===== config.mk =====
export PLATFORM = sky130hd
export DESIGN_NAME = pt_walker
export DESIGN_NICKNAME = d
export VERILOG_FILES = /design/src/rtl/pt_walker_pkg.sv /design/src/rtl/pt_addr_gen.sv /design/src/rtl/pt_entry_eval.sv /design/src/rtl/pt_walker.sv
export SDC_FILE = /design/constraint.sdc
export NUM_CORES = 1
export LEC_CHECK = 0
export BUFFER_PORTS_ARGS = -buffer_cell sky130_fd_sc_hd__buf_2
export CAP_MARGIN = 10
export CORE_MARGIN = 2
export CORE_UTILIZATION = 55
export DETAILED_ROUTE_END_ITERATION = 7
export PLACE_DENSITY = 0.87
export SLEW_MARGIN = 20
export SYNTH_ARGS = -nofsm -noshare
export SYNTH_HDL_FRONTEND = slang
export SYNTH_SLANG_ARGS = --single-unit

===== constraint.sdc =====
create_clock -name clk -period 5.3 [get_ports clk]
set_input_delay 1.59 -clock clk [delete_from_list [all_inputs] [get_ports clk]]
set_output_delay 1.59 -clock clk [all_outputs]
set_load 0.01 [all_outputs]

===== src/rtl/pt_walker_pkg.sv =====
// Package: shared constants and state type for the page table walker.
// Assumes 32-bit entries with flag bits in the low 12 bits.
package pt_walker_pkg;

    localparam int FLAG_VALID    = 0;
    localparam int FLAG_WRITABLE = 1;
    localparam int FLAG_USER     = 2;
    localparam int FLAG_USED     = 5;
    localparam int FLAG_MODIFIED = 6;

    // Fault code: bit 1 = level (1 table), bit 0 = cause (1 protection)
    localparam logic [1:0] CODE_DIR_ABSENT = 2'b00;
    localparam logic [1:0] CODE_DIR_DENIED = 2'b01;
    localparam logic [1:0] CODE_TBL_ABSENT = 2'b10;
    localparam logic [1:0] CODE_TBL_DENIED = 2'b11;

    typedef enum logic [2:0] {
        ST_IDLE,
        ST_DIR_RD,
        ST_TBL_RD,
        ST_EVAL,
        ST_DIR_WB,
        ST_TBL_WB,
        ST_DONE
    } walk_st_t;

endpackage


===== src/rtl/pt_addr_gen.sv =====
// Module: forms the byte address of one entry from a table's base frame and an index.
// Assumes 4-byte entries and that the index field fits inside one frame.
module pt_addr_gen #(
    parameter int ADDR_W = 32,
    parameter int OFF_W  = 12,
    parameter int IDX_W  = 10
) (
    input  logic [ADDR_W-OFF_W-1:0] base_frame,
    input  logic [IDX_W-1:0]        index,
    output logic [ADDR_W-1:0]       addr
);
    localparam int PAD_W = ADDR_W - IDX_W - 2;

    // Purpose: base frame shifted to a byte address plus index scaled by entry size.
    assign addr = {base_frame, {OFF_W{1'b0}}} + {{PAD_W{1'b0}}, index, 2'b00};
endmodule


===== src/rtl/pt_entry_eval.sv =====
// Module: judges one entry's rights for an access and forms its updated value.
// Assumes the caller checks the valid bit separately. IS_LEAF selects whether
// writes set the modified flag (table level) or not (directory level).
module pt_entry_eval
    import pt_walker_pkg::*;
#(
    parameter int ENT_W   = 32,
    parameter bit IS_LEAF = 1'b0
) (
    input  logic [ENT_W-1:0] entry,
    input  logic             is_write,
    input  logic             is_user,
    output logic             deny,
    output logic [ENT_W-1:0] upd,
    output logic             changed
);
    logic [ENT_W-1:0] set_mask;

    // Purpose: choose which flags a successful access sets at this level.
    generate
        if (IS_LEAF) begin : g_leaf
            assign set_mask = (ENT_W'(1) << FLAG_USED)
                            | (is_write ? (ENT_W'(1) << FLAG_MODIFIED) : '0);
        end else begin : g_dir
            assign set_mask = ENT_W'(1) << FLAG_USED;
        end
    endgenerate

    // Purpose: user accesses need the user bit; user writes also need the writable bit.
    assign deny    = is_user && (!entry[FLAG_USER] || (is_write && !entry[FLAG_WRITABLE]));
    // Purpose: new value and whether a write-back is needed.
    assign upd     = entry | set_mask;
    assign changed = (upd != entry);
endmodule


===== src/rtl/pt_walker.sv =====
// Module: two-level page table walker. It reads the directory entry, then the
// table entry, evaluates combined rights, writes back changed flags in order
// (directory then table), and reports a physical address or a fault code.
// Assumes a memory that holds a request until it acknowledges it, and that
// 2*IDX_W + OFF_W equals ADDR_W.
module pt_walker
    import pt_walker_pkg::*;
#(
    parameter int ADDR_W = 32,
    parameter int OFF_W  = 12,
    parameter int IDX_W  = 10
) (
    input  logic                    clk,
    input  logic                    rst_n,
    input  logic                    req_valid,
    output logic                    req_ready,
    input  logic [ADDR_W-1:0]       req_laddr,
    input  logic                    req_write,
    input  logic [1:0]              req_cpl,
    input  logic [ADDR_W-OFF_W-1:0] dir_base_frame,
    output logic                    mem_req,
    output logic                    mem_we,
    output logic [ADDR_W-1:0]       mem_addr,
    output logic [ADDR_W-1:0]       mem_wdata,
    input  logic                    mem_ack,
    input  logic [ADDR_W-1:0]       mem_rdata,
    output logic                    rsp_valid,
    output logic                    rsp_fault,
    output logic [1:0]              rsp_code,
    output logic [ADDR_W-1:0]       rsp_paddr
);
    localparam int FRAME_W = ADDR_W - OFF_W;
    localparam int TIDX_LO = OFF_W;
    localparam int TIDX_HI = OFF_W + IDX_W - 1;
    localparam int DIDX_LO = ADDR_W - IDX_W;

    walk_st_t             st;
    logic [ADDR_W-1:0]    la_q;
    logic                 wr_q;
    logic                 usr_q;
    logic [FRAME_W-1:0]   base_q;
    logic [ADDR_W-1:0]    pde_q;
    logic [ADDR_W-1:0]    pte_q;
    logic                 fault_q;
    logic [1:0]           code_q;

    logic [ADDR_W-1:0]    dir_addr;
    logic [ADDR_W-1:0]    tbl_addr;
    logic                 dir_deny;
    logic                 tbl_deny;
    logic [ADDR_W-1:0]    pde_new;
    logic [ADDR_W-1:0]    pte_new;
    logic                 dir_chg;
    logic                 tbl_chg;

    pt_addr_gen #(.ADDR_W(ADDR_W), .OFF_W(OFF_W), .IDX_W(IDX_W)) i_dir_addr (
        .base_frame (base_q),
        .index      (la_q[ADDR_W-1:DIDX_LO]),
        .addr       (dir_addr)
    );

    pt_addr_gen #(.ADDR_W(ADDR_W), .OFF_W(OFF_W), .IDX_W(IDX_W)) i_tbl_addr (
        .base_frame (pde_q[ADDR_W-1:OFF_W]),
        .index      (la_q[TIDX_HI:TIDX_LO]),
        .addr       (tbl_addr)
    );

    pt_entry_eval #(.ENT_W(ADDR_W), .IS_LEAF(1'b0)) i_dir_eval (
        .entry    (pde_q),
        .is_write (wr_q),
        .is_user  (usr_q),
        .deny     (dir_deny),
        .upd      (pde_new),
        .changed  (dir_chg)
    );

    pt_entry_eval #(.ENT_W(ADDR_W), .IS_LEAF(1'b1)) i_tbl_eval (
        .entry    (pte_q),
        .is_write (wr_q),
        .is_user  (usr_q),
        .deny     (tbl_deny),
        .upd      (pte_new),
        .changed  (tbl_chg)
    );

    // Purpose: walk sequencing, entry capture and result registers.
    always_ff @(posedge clk) begin
        if (!rst_n) begin
            st      <= ST_IDLE;
            la_q    <= '0;
            wr_q    <= 1'b0;
            usr_q   <= 1'b0;
            base_q  <= '0;
            pde_q   <= '0;
            pte_q   <= '0;
            fault_q <= 1'b0;
            code_q  <= 2'b00;
        end else begin
            case (st)
                ST_IDLE: begin
                    if (req_valid) begin
                        la_q    <= req_laddr;
                        wr_q    <= req_write;
                        usr_q   <= (req_cpl == 2'd3);
                        base_q  <= dir_base_frame;
                        fault_q <= 1'b0;
                        code_q  <= 2'b00;
                        st      <= ST_DIR_RD;
                    end
                end
                ST_DIR_RD: begin
                    if (mem_ack) begin
                        pde_q <= mem_rdata;
                        if (!mem_rdata[FLAG_VALID]) begin
                            fault_q <= 1'b1;
                            code_q  <= CODE_DIR_ABSENT;
                            st      <= ST_DONE;
                        end else begin
                            st <= ST_TBL_RD;
                        end
                    end
                end
                ST_TBL_RD: begin
                    if (mem_ack) begin
                        pte_q <= mem_rdata;
                        st    <= ST_EVAL;
                    end
                end
                ST_EVAL: begin
                    if (!pte_q[FLAG_VALID]) begin
                        fault_q <= 1'b1;
                        code_q  <= CODE_TBL_ABSENT;
                        st      <= ST_DONE;
                    end else if (dir_deny) begin
                        fault_q <= 1'b1;
                        code_q  <= CODE_DIR_DENIED;
                        st      <= ST_DONE;
                    end else if (tbl_deny) begin
                        fault_q <= 1'b1;
                        code_q  <= CODE_TBL_DENIED;
                        st      <= ST_DONE;
                    end else if (dir_chg) begin
                        st <= ST_DIR_WB;
                    end else if (tbl_chg) begin
                        st <= ST_TBL_WB;
                    end else begin
                        st <= ST_DONE;
                    end
                end
                ST_DIR_WB: begin
                    if (mem_ack) begin
                        st <= tbl_chg ? ST_TBL_WB : ST_DONE;
                    end
                end
                ST_TBL_WB: begin
                    if (mem_ack) begin
                        st <= ST_DONE;
                    end
                end
                ST_DONE: st <= ST_IDLE;
                default: st <= ST_IDLE;
            endcase
        end
    end

    // Purpose: memory port drive, decoded from the walk state.
    always_comb begin
        mem_req   = (st == ST_DIR_RD) || (st == ST_TBL_RD) || (st == ST_DIR_WB) || (st == ST_TBL_WB);
        mem_we    = (st == ST_DIR_WB) || (st == ST_TBL_WB);
        mem_addr  = ((st == ST_DIR_RD) || (st == ST_DIR_WB)) ? dir_addr : tbl_addr;
        mem_wdata = (st == ST_DIR_WB) ? pde_new : pte_new;
    end

    // Purpose: handshake and result outputs.
    assign req_ready = (st == ST_IDLE);
    assign rsp_valid = (st == ST_DONE);
    assign rsp_fault = fault_q;
    assign rsp_code  = code_q;
    assign rsp_paddr = fault_q ? '0 : {pte_q[ADDR_W-1:OFF_W], la_q[OFF_W-1:0]};
endmodule


Word level (Yosys, flattened, before mapping)
Index checks and enable logic that the tools add are counted.
- register bits after elaboration: 124
- input bits: 91
- output and inout bits: 103
- add/sub/neg operators: 2
- eq/ne operators: 15
- muxes and demuxes: 30
- bitwise gates (word level): 1
- reductions and logical operators: 22
- operator list (operator ; count):
    2-to-1 mux 32 bit ; 3
    adder 32 x 12 -> 32 bit ; 2
    != test 32 bit ; 1
    OR 32 bit ; 1
    2-to-1 mux 2 bit ; 11
    2-to-1 mux 3 bit ; 6
    one-hot mux 3 bit (6 select lines) ; 1
    != test 2 bit (second input constant) ; 6
    AND reduction 5 bit ; 2
    == test 3 bit (second input constant) ; 3
    logical OR 1 bit ; 7
    2-to-1 mux 7 bit ; 1
    == test 3 x 2 -> 1 bit (second input constant) ; 2
    2-to-1 mux 1 bit ; 6
    one-hot mux 2 bit (3 select lines) ; 1
    AND reduction 2 bit ; 3
    logical AND 1 bit ; 4
    logical NOT 1 bit ; 4
    != test 4 x 3 -> 1 bit (second input constant) ; 1
    == test 3 x 1 -> 1 bit (second input constant) ; 1
    logical NOT 3 bit ; 1
    one-hot mux 1 bit (3 select lines) ; 1
    nonzero test 3 bit ; 1
    == test 2 bit (second input constant) ; 1

Logic depth before layout (Yosys ltp)
Gate-level depths: netlist of run 1.
- depth after elaboration: 9
- mapped depth: 7
- depth with buffers taken out: 4

Modules after synthesis
From an unflattened synthesis of run 1, not the netlist that was laid out.
- cell total of the unflattened synthesis: 813
- area, all modules: 7538.5 um^2
- modules (own cells, without submodules) (module ; instances ; cells each ; area an instance (um^2) ; seq. area each (um^2)):
    pt_walker ; 1 ; 674 ; 6523.8 ; 2482.4
    pt_addr_gen ; 2 ; 33 ; 244.0 ; 0.0
    pt_entry_eval at i_tbl_eval ; 1 ; 37 ; 265.3 ; 0.0
    pt_entry_eval at i_dir_eval ; 1 ; 36 ; 261.5 ; 0.0

Worst setup path after synthesis of run 1
No wires, ideal clock.
- path kind: reg-to-output
- start: register st[2]
- end: output mem_addr[10]
- arrival time: 1.335 ns
- setup slack: 2.375 ns
- stages on the path, launching flop included: 6
- path buffers: 2
- cells stage by stage: dfxtp_1 buf_4 xnor2_1 nor2_1 buf_4 mux2_1
- cells in the longest elaborated chain, start to end: 3
- RTL lines (element ; line ; text):
    from (decl) ; pt_walker.sv:37 ; walk_st_t st;
    from (signal assigned) ; pt_walker.sv:152 ; st <= tbl_chg ? ST_TBL_WB : ST_DONE;
    == test 3 x 1 -> 1 bit / == test 3 bit (equally long branches) ; pt_walker.sv:170 ; mem_addr = ((st == ST_DIR_RD) || (st == ST_DIR_WB)) ? dir_addr : tbl_addr;
    logical OR 1 bit (*) ; pt_walker.sv:170 ;
    2-to-1 mux 32 bit (*) ; pt_walker.sv:170 ;
    to (decl) ; pt_walker.sv:23 ; output logic [ADDR_W-1:0] mem_addr,
Mark *: on every way between the ends. The rest lies on a longest branch, timed or not.

Worst setup path after layout of run 1
- start: register st[0]
- end: output mem_addr[29]
The elaborated chain is that of the path after synthesis.

==> out/results.txt, run 1 <==
The flow ran to the end, and the final reports show no timing, DRC or antenna violations. Setup repair after global routing left no endpoint under its margin. The logs give 2 for the maximum clock insertion buffer count and 10.13 mm for the post-detailed-placement half-perimeter wirelength. The number of cells on the worst reg-to-reg path is 4.

The critical path goes through xnor2_1 > nor2_4 > mux2_1 > buf_2. Synthesis produced 693 cells. TritonCTS built the clock tree.

For the CTS sink count, the log shows 124. Net switching is 27.07% of the power. Area added between synthesis and finish: 26.41%.

The global router's overall resource usage is 26.40%. For the part of the power in combinational logic, the log shows 16.1%. The clock network power share was 43.5%. CTS placed an instance of sky130_fd_sc_hd__clkbuf_8 at the clock tree root. After layout, the design draws a total of 2.582 mW. The tools report the area of the die as 11410 µm². For this run, the number of Yosys warnings is 0. The tools report the global placement routability congestion as 0.8610.

The worst setup path is captured at a primary output. The sequential share of the synthesized area is 42.68%, and the largest fanout of any net on the critical path is 30. After clock tree synthesis, the repair step resized 0 gates.

The startpoint of the most critical hold path was pte_q[9]$_SDFFE_PN0P_. For this block, the routed nets add up to 15.13 mm of wire. A synthesized cell averages 8.394 µm². The synthesized netlist occupies a cell area of 5817 µm². Buffers inserted during clock tree synthesis total 17. Number of vias after detailed routing: 5226. The destination of the worst register-to-register timing path was rsp_code[0]$_SDFFE_PN0P_. The share of total power dissipated in sequential elements is 40.5%. The power per standard cell area works out to 351.1 nW/µm². In the final routed layout, each cell accounts on average for 15.04 µm. The tools report the initial antenna violation count as 0. The peak supply drop is 0.0002439 V, and the worst setup slack after layout is 878.9 ps. Setup violations remaining at the end of the flow were counted as 0. The starting utilization of the core area came out at 56.60%. The logs give 71.55% for the core utilization of the finished layout and 948 for the total number of nets in the final design.

Derived from the worst setup path, the maximum achievable clock frequency is 0.2262 GHz. Dividing the detail-routed via count by the number of cells gives 5.195. The run gives 0 as the number of pins with negative max-slew slack in the final report. In this run, post-CTS hold repair placed 0 buffers. The number of buffers and inverters on the critical path is 1, and the flip-flop and latch area is 2482 µm².

The run gives 4 as the number of detailed-route iterations in the first pass. The run gives 0 as the final count of hold timing violations. The largest clock skew in the final design was 9.513 ps. The I/O pin count was 194.

The tools report the endpoint arrival time on the critical path as 2830 ps. The library cells used most frequently in the layout, excluding fill and tap cells, are sky130_fd_sc_hd__nand2_1 (242), sky130_fd_sc_hd__buf_2 (190), sky130_fd_sc_hd__dfxtp_1 (124), sky130_fd_sc_hd__a21boi_0 (72), sky130_fd_sc_hd__a21boi_1 (49). Number of design rule violations left after detail routing: 0. The path with the worst hold slack has its endpoint at pte_q[9]$_SDFFE_PN0P_. STA classifies the critical path startpoint as a flip-flop.

The tool flagged a number of max-cap violations equal to 0. The die height came out at 106.8 µm. The area of the multi-input gates came out at 3073 µm². On the critical path the largest part of the delay comes from simple AND/OR/NAND/NOR gates.

Setup total negative slack on the finished layout was measured at 0 ps. The count of buffers added on input and output ports is 190. The unique cell type count in the Yosys netlist is 36, and the leakage power figure is 3.312 nW. Share of the clock period used by the worst path after layout: 83.42%. The worst register-to-register path begins at st[0]$_SDFFE_PN0P_. After global routing the overflow that remains totals 0. The number of cells on the worst hold path came out at 2. The share of final-layout standard cells stronger than drive strength 1 is 30.57%.

Post-CTS timing repair inserted 0 buffers for setup. The run gives 1.883 mW as the internal power of the cells. The tools report the filler cell count as 839. For this design, the slowest cell found on the critical path is sky130_fd_sc_hd__nor2_4. Clock latency on the worst-skew pair, taken at its later pin, is 500 ps. In this run the power spent charging and discharging nets is 0.6988 mW.

At the pin with the least slew margin, the transition time is 1075 ps. Entering global routing, the biggest net connects 59 pins. The repair_antennas step left the layout with diodes totalling 0. Required time of the critical path: 3710 ps. On the worst path, the slowest cell contributes a delay of 800 ps. The time the worst path needs with I/O delays and setup is 4421 ps, and the register clock-pin slew on the reported worst setup and hold paths is 60 ps.

The H-tree was split into 4 levels. In this run the worst hold path is classified as reg2reg. The library cell used most frequently in the layout, excluding fill and tap cells, is sky130_fd_sc_hd__nand2_1.

The die width came out at 106.8 µm. The first routing iteration left 235 violations. The first global-routing pass estimated 24.07 mm of wire. Prior to clock tree synthesis, the placed netlist has a worst setup slack of 1378 ps. The floorplan core area came out at 10280 µm². The via count of the first global-routing pass was 5049; the normalized max-slew margin was 28.08%. The number of placement rows is 37.

The worst setup path is of the reg2out kind. The post-synthesis register bit count is 124, and the number of antenna-violating nets in the routed design is 0. Setup slack on the worst reg-to-reg path comes out at 2970 ps.
-- through the flow --
step | cell area (µm²) | hold slack, ps | cells
3_3_place_gp | 6753 | 441.2 | 973
6_report | 7353 | 454.2 | 1006
3_5_place_dp | 6753 | 449.3 | 973
5_1_grt | 7353 | 474.6 | 1006
4_1_cts | 7326 | 456.6 | 1005
2_1_floorplan | 5821 | 432.6 | 694
-- logic make-up after synthesis --
group / after synthesis / share of synthesized area, %
and+or+nand+nor: 308 / 22.54
xor gates and xnor gates: 1 / 0.1506
AOI/OAI and AO/OA: 139 / 17.68
buffers and inverters: 57 / 4.840
muxes: 62 / 11.98
other: 2 / 0.1291
DFF: 124 / 42.68
-- sequential cells by signal (all words and copies together), names as in the netlist --
name       count
rsp_fault      1
la_q          32
wr_q           1
st             3
base_q        20
rsp_code       2
pte_q         32
usr_q          1
pde_q         32
-- power groups by stage --
stage               sequential, mW  clock [mW]  combinational, mW
floorplan                     1.04           0              0.291
global placement              1.06           0              0.397
detailed placement            1.06           0              0.407
CTS                           1.04        1.13              0.410
global route                  1.05        1.18              0.457
finish                        1.05        1.12              0.414
-- worst max-delay path by stage --
stage | start | to | slack [ps] | depth (start not counted)
2_1_floorplan | st[2]$_SDFFE_PN0P_ | mem_addr[10] | 2370 | 5
4_1_cts | st[0]$_SDFFE_PN0P_ | mem_addr[29] | 840 | 4
3_5_place_dp | st[0]$_SDFFE_PN0P_ | mem_addr[29] | 1380 | 4
3_3_place_gp | st[0]$_SDFFE_PN0P_ | mem_addr[24] | 1500 | 4
5_1_grt | st[0]$_SDFFE_PN0P_ | mem_addr[28] | 700 | 4
6_report | st[0]$_SDFFE_PN0P_ | mem_addr[29] | 880 | 4
-- cells in the mapped netlist, drive strengths merged --
library cell	count	area share [%]
nand2	243	16
dfxtp	124	43
a21boi	121	16
mux2	61	12
nor2b	35	3.8
clkbuf	28	1.8
buf	26	2.8
nor2	9	0.62
o21ai	5	0.43
and2	4	0.43
nand2b	4	0.43
nand3	4	0.34
a31oi	3	0.32
and3	3	0.32
inv	3	0.19
nor3	3	0.34
conb	2	0.13
o2111ai	2	0.30
o22ai	2	0.22
a21oi	1	0.086
a22oi	1	0.13
a31o	1	0.15
a32oi	1	0.15
mux2i	1	0.17
nand3b	1	0.13
nand4	1	0.11
nor4	1	0.37
o21a	1	0.13
o32ai	1	0.15
xnor2	1	0.15
-- area by class of cell --
class / count / area share (%)
Multi-Input combinational cell: 513 / 41.79
Sequential cell: 124 / 33.76
Timing Repair Buffer: 198 / 14.19
Clock buffer: 20 / 5.785
Tap cell: 136 / 2.314
Clock inverter: 12 / 2.008
Inverter: 3 / 0.1531
-- routing by layer --
layer | up-vias | GRT usage (%) | share of wire [%]
met1 | 2428 | 31.90 | 42
met5 | - | 0 | 0
met3 | 14 | 7.052 | 8.0
met4 | 0 | 9.276 | 1.1
met2 | 181 | 45.27 | 49
li1 | 2603 | - | -
-- tightest hold or removal path, cell delays in order (launching register included) --
cell and delay (ps):
sky130_fd_sc_hd__dfxtp_1 310, sky130_fd_sc_hd__nand2_1 50, sky130_fd_sc_hd__a21boi_1 50
Power figures use the tool's default switching activity.
==> run 2: changes to the inputs <==
- ABC_AREA: default -> 1
- CORE_UTILIZATION: 55 -> 50
- PLACE_DENSITY: 0.87 -> 0.81
- clock period: 5.3 -> 4.65 ns (I/O delays scaled with it)
==> run 2 against run 1 <==
Net effect: first-iteration DRC count increased by 59%; critical path depth increased by 1; cell area decreased by 6.1%; sequential share of layout area increased by 2.2 points; combinational power increased to 3.5 times the previous value; utilization decreased by 5.0 points.
==> out/results.txt, run 2 <==
The global-route congestion overflow total came out at 0 (unchanged). The post-detailed-placement half-perimeter wirelength was 10.18 mm (+0.45%); the global router's overall resource usage was 24.91% (-1.5 points). For the starting utilization of the core area, the log shows 51.70% (-4.9 points). The run gives 0.0002998 V (+23%) as the peak supply drop. Top-area cell type share of the netlist area: 46.30% (+3.6 points). Core utilization of the finished layout: 66.59% (-5.0 points). TritonCTS built the clock tree. The critical register-to-register path startpoint is st[0]$_SDFFE_PN0P_.

Leaving out fill and tap cells, the most frequent cell in the layout is sky130_fd_sc_hd__buf_2. The tools report the number of antenna-violating nets in the routed design as 0 (unchanged). The number of warning messages in the yosys log was 0 (unchanged). The tools report the overall routed net length as 14.75 mm (-2.6%).

Die height: 107.6 µm (+0.66%). In the layout the commonest cells are sky130_fd_sc_hd__buf_2 (190), sky130_fd_sc_hd__o21ai_0 (141), sky130_fd_sc_hd__nand2_1 (130), sky130_fd_sc_hd__dfxtp_1 (124), sky130_fd_sc_hd__a21oi_1 (108). Most common cell in the netlist: sky130_fd_sc_hd__o21ai_0. The total negative slack came out at 0 ps (unchanged). The run gives 5361 µm² (-7.8%) as the cell area after technology mapping.

STA classifies the critical path startpoint as a flip-flop. The tools report the global placement routability congestion as 0.9755 (+13%). The total of buffers placed on input and output ports came out at 190 (unchanged). The number of placement rows came out at 37 (unchanged). For the number of buffers created by CTS, the log shows 17 (unchanged). The endpoint arrival time on the critical path came out at 2440 ps (-390 ps).

The post-synthesis average cell area came out at 6.936 µm² (-17%). Setup fix buffers added after clock tree synthesis: 0 (unchanged). The run gives 2 (unchanged) as the maximum clock insertion buffer count.

The number of cells on the worst hold path is 2 (unchanged). Die width: 107.6 µm (+0.66%). Derived from the worst setup path, the maximum achievable clock frequency is 0.2605 GHz. Top flip-flop cell by instance count after synthesis: sky130_fd_sc_hd__dfxtp_1.

The endpoint type of the worst setup path was a primary output. Ranked by instance count, the synthesized netlist is headed by sky130_fd_sc_hd__o21ai_0 (141), sky130_fd_sc_hd__nand2_1 (131), sky130_fd_sc_hd__dfxtp_1 (124), sky130_fd_sc_hd__a21oi_1 (108), sky130_fd_sc_hd__nor2_1 (77). The number of failing setup endpoints in the final timing report is 0 (unchanged). The routed wirelength normalized by instance count was 13.63 µm (-9.4%); the post-synthesis register bit count was 124 (unchanged). Setup repair after global routing left no endpoint under its margin. The run gives 0 (unchanged) as the number of antenna diodes. The flow ran to the end, and the final reports show no timing, DRC or antenna violations. The final count of hold timing violations is 0 (unchanged). The logs give 61 (+3.4%) for the pin count of the biggest net entering global routing and 4774 (-5.4%) for the via count of the first global-routing pass.

The most area-hungry cell type in the Yosys netlist is sky130_fd_sc_hd__dfxtp_1. The share of final-layout standard cells stronger than drive strength 1 was 25.48% (-5.1 points); the actual slew at the worst max-slew pin was 1006 ps (-68.63 ps). The largest fanout of any net on the critical path was 60 (+100%); the total number of nets in the final design was 1024 (+8.0%). The run gives 124 (unchanged) as the CTS sink count. The I/O pin count came out at 194 (unchanged).

The number of max-capacitance violations reported was 0 (unchanged). Initial antenna violation count: 1 (+1). Destination of the worst register-to-register timing path: la_q[21]$_SDFFE_PN0P_. In the finished design, the share of the clock period the worst path needs comes to 82.56%. The number of flops mapped to enable cells by yosys is 0 (unchanged), and the required time of the critical path is 3250 ps (-460 ps).

The number of detailed-route iterations in the first pass was 5 (+1); the number of design rule violations left after detail routing was 0 (unchanged). The most critical setup path has its startpoint at st[2]$_SDFFE_PN0P_. The total of cells resized after clock tree synthesis is 0 (unchanged).

Path class of the lowest-slack min-delay path: reg2reg. The time the worst path needs with I/O delays and setup came out at 3839 ps. In the final layout, the registers with the most flip-flops are la_q (32), pde_q (32), pte_q (32). The startpoint-to-endpoint class of the critical path is reg2out.

The share of flip-flops with an asynchronous set or reset after synthesis was 0% (unchanged); the number of DRC markers in iteration 0 was 374 (+59%). The register clock-pin slew on the reported worst setup and hold paths came out at 60 ps (about the same). The run gives 32.82% (+4.7 points) as the normalized max-slew margin. For the total power after layout, the log shows 4.255 mW (+65%). The number of hold buffers added after CTS came out at 0 (unchanged). The area of the die was 11570 µm² (+1.3%). The slack of the worst reg-to-reg path is 1920 ps (-1050 ps).

Power per standard cell area: 616.2 nW/µm² (+76%). The wire length of the first global-routing pass was 23.12 mm (-4.0%); the unique cell type count in the Yosys netlist was 24 (-33%). The largest clock skew in the final design was 12.04 ps (+2.530 ps). Insertion delay of the later-clocked pin in the worst-skew pair: 490 ps (about the same).

The leakage power figure was 3.196 nW (-3.5%). The logs give 10370 µm² (+0.90%) for the floorplan core area and 0 (unchanged) for the number of pins with negative max-slew slack in the final report. From synthesis to final layout, the design area changed by 28.80%. The number of cells traversed by the worst register-to-register path works out to 7 (+3).

Routed via count divided by cell count: 5.067 (-2.5%). The worst hold path terminates at la_q[21]$_SDFFE_PN0P_. The tree is rooted in a sky130_fd_sc_hd__clkbuf_8. In this run the most critical hold path is launched from la_q[21]$_SDFFE_PN0P_. The logs give 5483 (+4.9%) for the number of vias after detailed routing and 773 (+12%) for the cell count after synthesis. Sorting the synthesized cells by area gives the leading types as sky130_fd_sc_hd__dfxtp_1 (46%), sky130_fd_sc_hd__o21ai_0 (13%), sky130_fd_sc_hd__a21oi_1 (10%). The total number of H-tree levels was 4 (unchanged); the sequential share of the synthesized area was 46.30% (+3.6 points).
## run 2: worst max path at each step
stage	to	slack, ps	cells past startpoint
after CTS	mem_addr[13]	820	5
after global placement	mem_addr[13]	1360	5
after detailed placement	mem_addr[13]	1360	5
after global routing	mem_addr[15]	600	6
final	mem_addr[31]	810	5
after floorplan	mem_addr[10]	1900	8
## run 2: stage by stage
stage	hold WS, ps	setup WS, ps	std cells	area, µm²
3_5_place_dp	439.5	1356	1050	6296
4_1_cts	448.0	815.8	1082	6905
3_3_place_gp	436.1	1360	1050	6296
5_1_grt	472.8	602.2	1082	6905
6_report	450.7	810.9	1082	6905
2_1_floorplan	424.5	1902	774	5365
## run 2: routing by layer
metal / global-route usage, % / wire length [µm]
met3: 5.266 / 1171
met5: 0 / 13
met1: 35.03 / 6936
met2: 38.63 / 6493
met4: 7.051 / 131
## run 2: final cells by class
type | count | area [µm²]
flip-flops and latches | 124 | 2482
clock buffers | 18 | 427.9
multi-input cells | 511 | 2325
well taps | 136 | 170.2
fillers | 910 | 3465
inverters | 80 | 300.3
clock inverters | 14 | 181.4
repair buffers | 199 | 1018
## run 2: worst max-delay path, cell delays in order, from the launching register on
cell                      delay (ps)
sky130_fd_sc_hd__dfxtp_1         410
sky130_fd_sc_hd__inv_1           150
sky130_fd_sc_hd__nand3_1         160
sky130_fd_sc_hd__nand2_2         540
sky130_fd_sc_hd__o21ai_0         480
sky130_fd_sc_hd__buf_2           200
## run 2: cells by family after synthesis
family,after synthesis,synth area share [%]
AOI/OAI and AO/OA,253,23.76
and+or+nand+nor,255,19.35
other,2,0.1401
buffers and inverters,139,10.46
DFF,124,46.30
## run 2: report_power, final
| part | switching (mW) | internal [mW] |
|---|---|---|
| sequential | 0.136 | 1.32 |
| clock | 0.503 | 0.842 |
| combinational | 0.970 | 0.484 |
| total | 1.61 | 2.65 |
==> run 3: changes to the inputs <==
- ABC_AREA: 1 -> 0
- CORE_UTILIZATION: 50 -> 51
- PLACE_DENSITY: 0.81 -> 0.82
- clock period: 4.65 -> 4 ns (I/O delays scaled with it)
==> run 3 against run 2 <==
Net effect: non-clock buffer count is 6 higher; critical endpoint is now mem_wdata[29]; highest routed layer is now met4; routed wire length grew 4.8%; die area is 6.1% higher; critical path type unchanged; final cell count is 6.0% lower.
==> out/results.txt, run 3 (synthesis results as in run 1) <==
For the global-route congestion overflow total, the log shows 0 (unchanged). The run gives 985 (-6.2%) as the post-placement cell count. STA classifies the critical path startpoint as a flip-flop. The startpoint-to-endpoint class of the critical path was reg2out.

Area added between synthesis and finish: 28.87% (about the same). The I/O pin count is 194 (unchanged), and the total of buffers placed on input and output ports is 190 (unchanged). The floorplan core area came out at 10980 µm² (+5.9%). Setup repair after global routing left no endpoint under its margin.

Setup fix buffers added after clock tree synthesis: 0 (unchanged). The logs give 5275 (-3.8%) for the number of vias after detailed routing and 52.96% (+1.3 points) for the starting utilization of the core area. The run gives 0 (unchanged) as the total of cells resized after clock tree synthesis.

The fraction of met1 tracks used by global routing was 31.51% (-3.5 points). The logs give 0 (unchanged) for the number of pins with negative max-slew slack in the final report and 2470 ps (+30 ps) for the endpoint arrival time on the critical path. The run gives 251 (-33%) as the number of DRC markers in iteration 0. For the post-detailed-placement half-perimeter wirelength, the log shows 10.50 mm (+3.2%). Number of buffers created by CTS: 17 (unchanged).

The number of hold buffers added after CTS was 0 (unchanged). In the layout the commonest cells are sky130_fd_sc_hd__nand2_1 (242), sky130_fd_sc_hd__buf_2 (190), sky130_fd_sc_hd__dfxtp_1 (124), sky130_fd_sc_hd__a21boi_0 (72), sky130_fd_sc_hd__a21boi_1 (49). The largest fanout of any net on the critical path is 14 (-77%), and the CTS sink count is 124 (unchanged). The total negative slack came out at 0 ps (unchanged). The flow ran to the end, and the final reports show no timing, DRC or antenna violations. The leakage power figure is 3.384 nW (+5.9%).

For the total power after layout, the log shows 3.666 mW (-14%). The min-delay analysis places its worst path in the category reg2reg. The filler cell count was 929 (+2.1%); the number of antenna diodes was 0 (unchanged).

The time the worst path needs with I/O delays and setup came out at 3665 ps. The actual slew at the worst max-slew pin was 770.2 ps (-236.1 ps). The global routing usage on met2 is 41.55% (+2.9 points).

Die height: 110.8 µm (+3.0%). TritonCTS built the clock tree. Pin count of the biggest net entering global routing: 56 (-8.2%).

The number of failing setup endpoints in the final timing report is 0 (unchanged). The largest registers in the layout are la_q (32), pde_q (32), pte_q (32). The endpoint type of the worst setup path is a primary output.

The part of the power in combinational logic came out at 15.6% (-19 points). The logs give 0.9595 mW (-40%) for the net switching power of the design and 6.561% (+1.3 points) for the met3 demand-to-capacity share in global routing. The total number of H-tree levels came out at 4 (unchanged). The logs give 38 (+2.7%) for the number of placement rows and 2.707 mW (+2.3%) for the internal power of the cells. The logs give 0 (unchanged) for the number of design rule violations left after detail routing and 5195 (+8.8%) for the via count of the first global-routing pass. The number of detailed-route iterations in the first pass came out at 5 (unchanged). The register clock-pin slew on the reported worst setup and hold paths is 60 ps (about the same).

Peak clock frequency supported by timing: 0.2728 GHz. The share of final-layout standard cells stronger than drive strength 1 is 31.36% (+5.9 points). The power per standard cell area works out to 489.1 nW/µm² (-21%). The routed via count divided by cell count works out to 5.187 (+2.4%). The tree is rooted in a sky130_fd_sc_hd__clkbuf_16. The tools report the normalized max-slew margin as 48.47% (+16 points). The peak supply drop is 0.0002667 V (-11%). The logs give 0 (unchanged) for the number of max-capacitance violations reported and 2800 ps (-450 ps) for the required time of the critical path. The logs give 0 (unchanged) for the number of antenna-violating nets in the routed design and 8.812 ps (-3.231 ps) for the largest clock skew in the final design.

The tools report the initial antenna violation count as 0 (-1). The global router's overall resource usage was 25.12% (+0.21 points). The share of the clock period used by the worst path after layout works out to 91.63%. The insertion delay of the later-clocked pin in the worst-skew pair was 400 ps (-90 ps); the wire length of the first global-routing pass was 25.23 mm (+9.1%). The maximum clock insertion buffer count came out at 2 (unchanged). Number of standard cells in the layout, taps in and fillers out: 1017 (-6.0%). The total number of nets in the final design was 955 (-6.7%); the die width was 110.8 µm (+3.0%). The global placement routability congestion was 0.8576 (-12%).

In this run the most used layer during global routing was met2. The logs give 12280 µm² (+6.1%) for the area of the die and 46.9% (+15 points) for the clock network power share. The routed wirelength normalized by instance count is 15.19 µm (+11%), and the switching power share of the total is 26.17% (-12 points). For the final count of hold timing violations, the log shows 0 (unchanged). The most common library cell in the layout ignoring fill and taps is sky130_fd_sc_hd__nand2_1. The overall routed net length was 15.45 mm (+4.8%); the sequential cell fraction of total power was 37.5% (+3.3 points).
==> run 3: area by class of cell <==
cell class              instances  area [µm²]  share of cell area (%)
clock inverters                12       209.0                   2.788
inverters                       3       11.26                  0.1502
well taps                     140       175.2                   2.337
flip-flops and latches        124        2482                   33.12
multi-input cells             513        3073                   40.99
repair buffers                205        1089                   14.52
clock buffers                  20       456.7                   6.092
==> run 3: final timing paths <==
path,endpoint,slack [ps],start,cells after the start
max,mem_wdata[29],330,st[2]$_SDFFE_PN0P_,5
min,pte_q[8]$_SDFFE_PN0P_,450,pte_q[8]$_SDFFE_PN0P_,2
max reg2reg,pte_q[6]$_SDFFE_PN0P_,1720,st[1]$_SDFFE_PN0P_,5
min reg2reg,pte_q[8]$_SDFFE_PN0P_,450,pte_q[8]$_SDFFE_PN0P_,2
==> run 3: worst max-delay path: stages, from the launching register on <==
cell	delay [ps]
sky130_fd_sc_hd__dfxtp_1	680
sky130_fd_sc_hd__nand2b_1	220
sky130_fd_sc_hd__nor2_4	360
sky130_fd_sc_hd__buf_4	300
sky130_fd_sc_hd__mux2_2	360
sky130_fd_sc_hd__buf_2	140
==> run 3: power groups by stage <==
stage / logic, mW / registers (mW) / clock network, mW
floorplan: 0.386 / 1.38 / 0
global placement: 0.567 / 1.40 / 0
detailed placement: 0.573 / 1.40 / 0
CTS: 0.576 / 1.37 / 1.74
global route: 0.630 / 1.38 / 1.80
finish: 0.573 / 1.37 / 1.72
==> run 3: stage by stage <==
| stage | setup WS (ps) | util (%) | cell area [µm²] | hold WS (ps) |
|---|---|---|---|---|
| after detailed placement | 789.8 | 62.19 | 6830 | 442.7 |
| after floorplan | 1465 | - | 5821 | 432.6 |
| after global placement | 887.3 | 62.19 | 6830 | 440.7 |
| after global routing | 192.4 | 68.25 | 7496 | 471.5 |
| after CTS | 354.7 | 68.25 | 7496 | 450.2 |
| final | 334.8 | 68.25 | 7496 | 448.6 |
==> run 3: per-layer routing <==
layer  part of all wire [%]  vias up
li1                       -     2625
met1                     45     2427
met2                     47      203
met3                    7.0       20
met4                    1.6        0
met5                      0        -
